$ cat src/rtl/hba_regport_pkg.sv
package hba_regport_pkg;

    localparam int BYTE_W  = 8;
    localparam int PAR_MAX = 5;

    localparam logic [1:0] ADR_CTL = 2'd0;
    localparam logic [1:0] ADR_CMD = 2'd1;
    localparam logic [1:0] ADR_INT = 2'd2;

    localparam logic [7:0] OPC_INIT24 = 8'h01;
    localparam logic [7:0] OPC_START  = 8'h02;
    localparam logic [7:0] OPC_BOARD  = 8'h04;
    localparam logic [7:0] OPC_SETUP  = 8'h0B;
    localparam logic [7:0] OPC_INIT32 = 8'h81;
    localparam logic [7:0] OPC_EXTINF = 8'h8D;

    localparam logic [7:0] MARK_EXT32 = 8'h45;
    localparam logic [7:0] MARK_NARROW = 8'h41;

    localparam int EXT_WIDE_IDX = 13;

    typedef enum logic [2:0] {
        ST_SETTLE,
        ST_IDLE,
        ST_PARAM,
        ST_BUSY,
        ST_LOAD,
        ST_REPLY
    } eng_state_e;

endpackage

$ cat src/rtl/hba_opc_table.sv
module hba_opc_table
    import hba_regport_pkg::*;
(
    input  logic [7:0] opc,
    output logic       known,
    output logic [2:0] npar,
    output logic [7:0] nrep
);
    always_comb begin
        known = 1'b1;
        npar  = 3'd0;
        nrep  = 8'd0;
        case (opc)
            OPC_INIT24: npar = 3'd4;
            OPC_INIT32: npar = 3'd5;
            OPC_BOARD:  nrep = 8'd4;
            OPC_SETUP:  nrep = 8'd3;
            OPC_EXTINF: npar = 3'd1;
            default:    known = 1'b0;
        endcase
    end
endmodule

$ cat src/rtl/hba_reply_gen.sv
module hba_reply_gen
    import hba_regport_pkg::*;
(
    input  logic [7:0]  opc,
    input  logic [7:0]  idx,
    input  logic [31:0] cfg_board_id,
    input  logic [23:0] cfg_setup,
    input  logic        cfg_ext32,
    input  logic        cfg_wide,
    output logic [7:0]  byte_o
);
    always_comb begin
        byte_o = 8'h00;
        case (opc)
            OPC_BOARD: begin
                case (idx[1:0])
                    2'd0: byte_o = cfg_board_id[7:0];
                    2'd1: byte_o = cfg_board_id[15:8];
                    2'd2: byte_o = cfg_board_id[23:16];
                    default: byte_o = cfg_board_id[31:24];
                endcase
            end
            OPC_SETUP: begin
                case (idx[1:0])
                    2'd0: byte_o = cfg_setup[7:0];
                    2'd1: byte_o = cfg_setup[15:8];
                    default: byte_o = cfg_setup[23:16];
                endcase
            end
            OPC_EXTINF: begin
                if (idx == 8'd0)
                    byte_o = cfg_ext32 ? MARK_EXT32 : MARK_NARROW;
                else if (idx == 8'(EXT_WIDE_IDX))
                    byte_o = {7'b0, cfg_wide};
            end
            default: byte_o = 8'h00;
        endcase
    end
endmodule

$ cat src/rtl/hba_regport.sv
module hba_regport
    import hba_regport_pkg::*;
#(
    parameter int SETTLE_CYCLES = 64
) (
    input  logic        clk,
    input  logic        rst_n,
    input  logic        bus_wr,
    input  logic        bus_rd,
    input  logic [1:0]  bus_addr,
    input  logic [7:0]  bus_wdata,
    output logic [7:0]  bus_rdata,
    output logic        irq_o,
    input  logic        evt_in_loaded,
    input  logic        evt_out_ready,
    input  logic [31:0] cfg_board_id,
    input  logic [23:0] cfg_setup,
    input  logic        cfg_ext32,
    input  logic        cfg_wide,
    output logic        mbox_scan_o,
    output logic        scsi_bus_rst_o,
    output logic [7:0]  mbox_count_o,
    output logic [31:0] mbox_base_o,
    output logic        mbox_ext_o
);
    localparam int CNT_W = $clog2(SETTLE_CYCLES + 1);
    localparam int PAR_W = PAR_MAX * BYTE_W;

    typedef struct packed {
        eng_state_e        st;
        logic [7:0]        opc;
        logic              first;
        logic [7:0]        hold;
        logic [2:0]        par_left;
        logic [2:0]        par_idx;
        logic [PAR_W-1:0]  par;
        logic [7:0]        rep_len;
        logic [7:0]        rep_idx;
        logic [7:0]        din;
        logic              dirdy;
        logic              cmdinv;
        logic              initreq;
        logic              rdy;
        logic              diag;
        logic [3:0]        irq;
        logic [CNT_W-1:0]  cnt;
        logic              scan;
        logic              busrst;
        logic [7:0]        mb_cnt;
        logic [31:0]       mb_base;
        logic              mb_ext;
    } regs_t;

    regs_t q, d;

    logic       tb_known;
    logic [2:0] tb_npar;
    logic [7:0] tb_nrep;
    logic [7:0] rep_byte;
    logic [PAR_W-1:0] par_new;
    logic [7:0] stat_w;
    logic [7:0] intr_w;
    logic       wr_ctl, wr_cmd, rd_pop;

    hba_opc_table u_tab (
        .opc   (q.opc),
        .known (tb_known),
        .npar  (tb_npar),
        .nrep  (tb_nrep)
    );

    hba_reply_gen u_rep (
        .opc          (q.opc),
        .idx          (q.rep_idx),
        .cfg_board_id (cfg_board_id),
        .cfg_setup    (cfg_setup),
        .cfg_ext32    (cfg_ext32),
        .cfg_wide     (cfg_wide),
        .byte_o       (rep_byte)
    );

    assign wr_ctl = bus_wr && (bus_addr == ADR_CTL);
    assign wr_cmd = bus_wr && (bus_addr == ADR_CMD);
    assign rd_pop = bus_rd && (bus_addr == ADR_CMD);

    assign stat_w = {q.diag, 1'b0, q.initreq, q.rdy, (q.st == ST_BUSY),
                     q.dirdy, 1'b0, q.cmdinv};
    assign intr_w = {(|q.irq), 3'b000, q.irq};

    always_comb begin
        d = q;
        d.scan   = 1'b0;
        d.busrst = 1'b0;
        par_new  = q.par;
        par_new[int'(q.par_idx) * BYTE_W +: BYTE_W] = q.hold;

        if (wr_ctl && bus_wdata[7]) begin
            d.st      = ST_SETTLE;
            d.cnt     = CNT_W'(SETTLE_CYCLES);
            d.diag    = 1'b1;
            d.rdy     = 1'b0;
            d.initreq = 1'b0;
            d.irq     = 4'b0;
            d.dirdy   = 1'b0;
            d.cmdinv  = 1'b0;
            d.busrst  = bus_wdata[4];
        end else if (q.st == ST_SETTLE) begin
            if (q.cnt <= CNT_W'(1)) begin
                d.st      = ST_IDLE;
                d.diag    = 1'b0;
                d.rdy     = 1'b1;
                d.initreq = 1'b1;
                d.cnt     = '0;
            end else begin
                d.cnt = q.cnt - CNT_W'(1);
            end
        end else if (wr_ctl && bus_wdata[6]) begin
            d.st      = ST_IDLE;
            d.rdy     = 1'b1;
            d.initreq = 1'b1;
            d.irq     = 4'b0;
            d.dirdy   = 1'b0;
            d.cmdinv  = 1'b0;
            d.busrst  = bus_wdata[4];
        end else begin
            if (wr_ctl && bus_wdata[5])
                d.irq = 4'b0;
            if (wr_ctl && bus_wdata[4]) begin
                d.busrst = 1'b1;
                d.irq[3] = 1'b1;
            end
            if (evt_in_loaded)
                d.irq[0] = 1'b1;
            if (evt_out_ready)
                d.irq[1] = 1'b1;

            case (q.st)
                ST_IDLE: begin
                    if (wr_cmd) begin
                        if (bus_wdata == OPC_START) begin
                            d.scan = 1'b1;
                        end else begin
                            d.opc     = bus_wdata;
                            d.hold    = bus_wdata;
                            d.first   = 1'b1;
                            d.par_idx = 3'd0;
                            d.rdy     = 1'b0;
                            d.cmdinv  = 1'b0;
                            d.st      = ST_BUSY;
                        end
                    end
                end
                ST_PARAM: begin
                    if (wr_cmd) begin
                        d.hold  = bus_wdata;
                        d.first = 1'b0;
                        d.st    = ST_BUSY;
                    end
                end
                ST_BUSY: begin
                    if (q.first) begin
                        if (!tb_known) begin
                            d.cmdinv = 1'b1;
                            d.irq[2] = 1'b1;
                            d.rdy    = 1'b1;
                            d.st     = ST_IDLE;
                        end else if (tb_npar != 3'd0) begin
                            d.par_left = tb_npar;
                            d.st       = ST_PARAM;
                        end else if (tb_nrep != 8'd0) begin
                            d.rep_len = tb_nrep;
                            d.rep_idx = 8'd0;
                            d.st      = ST_LOAD;
                        end else begin
                            d.irq[2] = 1'b1;
                            d.rdy    = 1'b1;
                            d.st     = ST_IDLE;
                        end
                    end else begin
                        d.par      = par_new;
                        d.par_idx  = q.par_idx + 3'd1;
                        d.par_left = q.par_left - 3'd1;
                        if (q.par_left == 3'd1) begin
                            d.irq[2] = 1'b1;
                            d.rdy    = 1'b1;
                            d.st     = ST_IDLE;
                            case (q.opc)
                                OPC_INIT24: begin
                                    d.mb_cnt  = par_new[7:0];
                                    d.mb_base = {8'h00, par_new[15:8],
                                                 par_new[23:16], par_new[31:24]};
                                    d.mb_ext  = 1'b0;
                                    d.initreq = 1'b0;
                                end
                                OPC_INIT32: begin
                                    d.mb_cnt  = par_new[7:0];
                                    d.mb_base = par_new[39:8];
                                    d.mb_ext  = 1'b1;
                                    d.initreq = 1'b0;
                                end
                                OPC_EXTINF: begin
                                    if (par_new[7:0] != 8'd0) begin
                                        d.irq[2]  = 1'b0;
                                        d.rdy     = 1'b0;
                                        d.rep_len = par_new[7:0];
                                        d.rep_idx = 8'd0;
                                        d.st      = ST_LOAD;
                                    end
                                end
                                default: ;
                            endcase
                        end else begin
                            d.st = ST_PARAM;
                        end
                    end
                end
                ST_LOAD: begin
                    d.din   = rep_byte;
                    d.dirdy = 1'b1;
                    d.st    = ST_REPLY;
                end
                ST_REPLY: begin
                    if (rd_pop) begin
                        d.dirdy = 1'b0;
                        if ((q.rep_idx + 8'd1) == q.rep_len) begin
                            d.irq[2] = 1'b1;
                            d.rdy    = 1'b1;
                            d.st     = ST_IDLE;
                        end else begin
                            d.rep_idx = q.rep_idx + 8'd1;
                            d.st      = ST_LOAD;
                        end
                    end
                end
                default: ;
            endcase
        end
    end

    always_ff @(posedge clk or negedge rst_n) begin
        if (!rst_n) begin
            q      <= '0;
            q.st   <= ST_SETTLE;
            q.diag <= 1'b1;
            q.cnt  <= CNT_W'(SETTLE_CYCLES);
        end else begin
            q <= d;
        end
    end

    always_comb begin
        case (bus_addr)
            ADR_CTL: bus_rdata = stat_w;
            ADR_CMD: bus_rdata = q.din;
            ADR_INT: bus_rdata = intr_w;
            default: bus_rdata = 8'h00;
        endcase
    end

    assign irq_o          = intr_w[7];
    assign mbox_scan_o    = q.scan;
    assign scsi_bus_rst_o = q.busrst;
    assign mbox_count_o   = q.mb_cnt;
    assign mbox_base_o    = q.mb_base;
    assign mbox_ext_o     = q.mb_ext;

endmodule

$ cat config.mk
export PLATFORM = sky130hd
export DESIGN_NAME = hba_regport
export DESIGN_NICKNAME = d
export VERILOG_FILES = /design/src/rtl/hba_regport_pkg.sv /design/src/rtl/hba_opc_table.sv /design/src/rtl/hba_reply_gen.sv /design/src/rtl/hba_regport.sv
export SDC_FILE = /design/constraint.sdc
export NUM_CORES = 1
export LEC_CHECK = 0
export ABC_AREA = 1
export BUFFER_PORTS_ARGS = -buffer_cell sky130_fd_sc_hd__buf_2
export CAP_MARGIN = 30
export CORE_MARGIN = 2
export CORE_UTILIZATION = 45
export CTS_BUF_LIST = sky130_fd_sc_hd__clkbuf_4 sky130_fd_sc_hd__clkbuf_8
export DETAILED_ROUTE_END_ITERATION = 16
export GPL_TIMING_DRIVEN = 0
export PLACE_DENSITY = 0.7
export SYNTH_ARGS = -nofsm -noshare
export SYNTH_HDL_FRONTEND = slang
export SYNTH_SLANG_ARGS = --single-unit
$ cat constraint.sdc
create_clock -name clk -period 2.62 [get_ports clk]
set_input_delay 0.524 -clock clk [delete_from_list [all_inputs] [get_ports clk]]
set_output_delay 0.524 -clock clk [all_outputs]
set_load 0.02 [all_outputs]
==> results by group <==
STA
  • Final hold slack: 0.09982 ns
  • Tmin final: 2.546 ns
  • Worst-Margin Slew: 0.8249 ns
  • Part of the cycle the worst path needs: 97.17%
  • Fmax: 392.8 MHz
  • Final setup fails: 0
  • Fin. Hold Viols: 0
  • Slew Limit Fails: 0
  • Rel. slew slack: 45.01%
  • Setup Skew: 0.01200 ns
  • Post-Route Setup TNS: 0 ns

Logic synthesis
  • Async SR Flop Fraction: 100.0%
  • Number of synthesized flops with an enable pin: 0
  • Synthesized flop and latch total: approximately 150
  • Largest area contributor in the netlist: dfrtp_1
  • Register area share after synthesis: 43.01%
  • Cell Area, Synth: 8676 sq um
  • Cell variety after synth: 46
  • Predominant post-synthesis flop cell: dfrtp_1
  • Largest cells by area after synthesis: dfrtp_1, nand2_1, o21ai_0
  • Synth Net Count: 1260
  • Post-Syn Instances: 1172
  • Yosys top cell area share: 42.40%
  • Yosys warns: 0
  • Post-Syn Area per Cell: 7.403 sq um

Global routing
  • First-pass GRT wire length: approximately 38 mm
  • Congestion Overflow GR: 0
  • Largest net degree at the start of global routing: 87
  • Vias in the first global route: 7760
  • Antenna violations before repair: 0
  • Total Routing Usage GR: 23.22%

Routing
  • DRT Pass-1 Iters: 5
  • Drt wl/cell: 14.60 um
  • Post-DR vias/cell: 5.134
  • Antenna violation net count after detailed routing: 0
  • Total Wirelength: 23.35 mm
  • Total number of vias: 8209
  • DR iter-0 viols: 585
  • DRC viols: 0

Setup path
  • Crit end category: register
  • CP arrival: roughly 2.9 ns
  • Flop-to-flop setup slack: 0.07 ns
  • Beginning of the worst register-to-register path: q[123]$_DFFE_PN0P_
  • Crit path kind: register to register
  • Reg-to-Reg End: q[74]$_DFFE_PN0P_
  • Worst EP required: approximately 3.0 ns
  • Crit path launch type: register
  • Worst Path Max Fanout: 8
  • R2r worst-path depth: 16

Placed design
  • Port bufs: approximately 130
  • DP Wirelength: 17.14 mm
  • Placer congestion estimate: 0.9495

Clock tree
  • Worst-Skew Late Latency: roughly 0.46 ns
  • Root Driver: clkbuf_8
  • Clock transition at the registers of the reported paths: 0.09 ns
  • TritonCTS Sinks: 149
  • Hold_buf cts: 0
  • H-tree depth: 4
  • CTS tree: yes
  • Clk buf depth: 2
  • Num CTS Buffers: 17

Final layout
  • Ant. Diodes: 0
  • Nets: 1414
  • Most common cell after layout, fill and taps aside: nand2_1
  • Area Growth Syn to Fin: 21.24%
  • Most frequent cells in the layout: nand2_1, dfrtp_1, inv_1
  • Layout cells sized above 1: 22.70%

Die
  • Row cnt: 50
  • Full die area: about 20000 sq um
  • Die X: 142.9 um
  • Starting Density: 46.07%
  • Core Region: 18830 sq um
  • Die height: 142.9 um
  • Ports: 126

Worst hold path
  • Hold crit path type: input port to async pin

Power
  • Cell area power density: 958.1 nW/um^2
  • Peak supply drop: 0.5116 mV
  • Leakage: roughly 5.3 nW

Run
  • Max cap viols: 0

Outcome
  • Status: finished, final reports clean
[layout make-up]
| cell class | count | area [sq um] |
|---|---|---|
| Inverter | 155 | 586.8 |
| Clock buffer | 21 | 282.8 |
| Sequential cell | 149 | 3732 |
| Clock inverter | 11 | 219.0 |
| Buffer | 78 | 495.5 |
| Fill cell | 1760 | 8312 |
| Multi-Input combinational cell | 790 | 4129 |
| Tap cell | 260 | 325.3 |
| Timing Repair Buffer | 135 | 748.2 |
[worst max path at each step]
stage                     slack [ns]  cells after the start          startpoint                          end
after global routing           -0.04                     17  q[123]$_DFFE_PN0P_            q[78]$_DFFE_PN0P_
after detailed placement       -0.28                     15  q[123]$_DFFE_PN0P_   mbox_base_o[4]$_DFFE_PN0P_
after floorplan                 0.15                     18  q[123]$_DFFE_PN0P_            q[72]$_DFFE_PN0P_
after CTS                       0.02                     12  q[124]$_DFFE_PN0P_   mbox_base_o[3]$_DFFE_PN0P_
final                           0.07                     16  q[123]$_DFFE_PN0P_            q[74]$_DFFE_PN0P_
after global placement         -1.25                      1               rst_n  mbox_base_o[29]$_DFFE_PN0P_
[flip-flops by register name, summed over array words and instances, names as in the netlist]
signal          cells
intr_w              4
mbox_base_o        32
mbox_count_o        8
mbox_ext_o          1
mbox_scan_o         1
q                 102
scsi_bus_rst_o      1
[synth_stat cells (all sizes together) (5+ instances only)]
cell,count
o41ai,6
a31oi,8
o22ai,9
o31ai,7
nand2,354
xor2,5
nand4,18
nand3,80
ha,14
nor2,67
o21ai,142
inv,155
clkbuf,27
dfrtp,147
buf,52
a21oi,34
nor3,16
[power by group]
group,switching [W],internal [W],total [W]
Clock,0.000918,0.00132,0.00224
Sequential,0.000416,0.00284,0.00326
Combinational,0.00311,0.00147,0.00458
[worst max-delay path, stage by stage (launching register included)]
cell and delay [ns]:
dfrtp_1 0.40, buf_6 0.14, inv_4 0.08, ha_4 0.14
ha_4 0.20, nor2_4 0.17, nand2_4 0.15, nand2_1 0.14
nand2_2 0.09, nand2_1 0.08, nor2_2 0.04, nand2_2 0.10
nand2_2 0.09, a21oi_2 0.17, and2_4 0.22, clkbuf_16 0.17
o21ai_2 0.05
[through the flow]
step	power [W]	cell area, sq um	setup slack [ns]	utilization, %	instances
6_report	0.01008	10520	0.07426	55.86	1599
3_5_place_dp	0.007198	9661	-0.2820	51.30	1558
4_1_cts	0.009624	10270	0.01522	54.53	1593
2_1_floorplan	0.006090	8676	0.1513	-	1172
5_1_grt	0.01080	10520	-0.04329	55.86	1599
3_3_place_gp	0.007102	9627	-1.248	51.12	1557
[layer usage]
metal  wire length [um]  GRT usage (%)
met3               1309          4.091
met5                  0              0
met4                497          7.191
met2              10660          36.84
met1              10880          32.55
[timing repair]
| action | in CTS | in global routing |
|---|---|---|
| setup buffers | 2 | 5 |
| gates cloned | 1 | 2 |
| hold endpoints to repair | 0 | 0 |
| resized for setup | 20 | 52 |
| endpoints found under the setup margin | 72 | 67 |
| pin swaps | 2 | 12 |
[cell families after synthesis]
| group | after synthesis | synth area share [%] |
|---|---|---|
| AOI/OAI and AO/OA | 222 | 14.57 |
| and+or+nand+nor | 544 | 27.07 |
| muxes | 1 | 0.1154 |
| DFF | 149 | 43.01 |
| xor gates and xnor gates | 8 | 0.8076 |
| buffers and inverters | 234 | 12.42 |
| adders and majority gates | 14 | 2.019 |
Power figures use the tool's default switching activity.
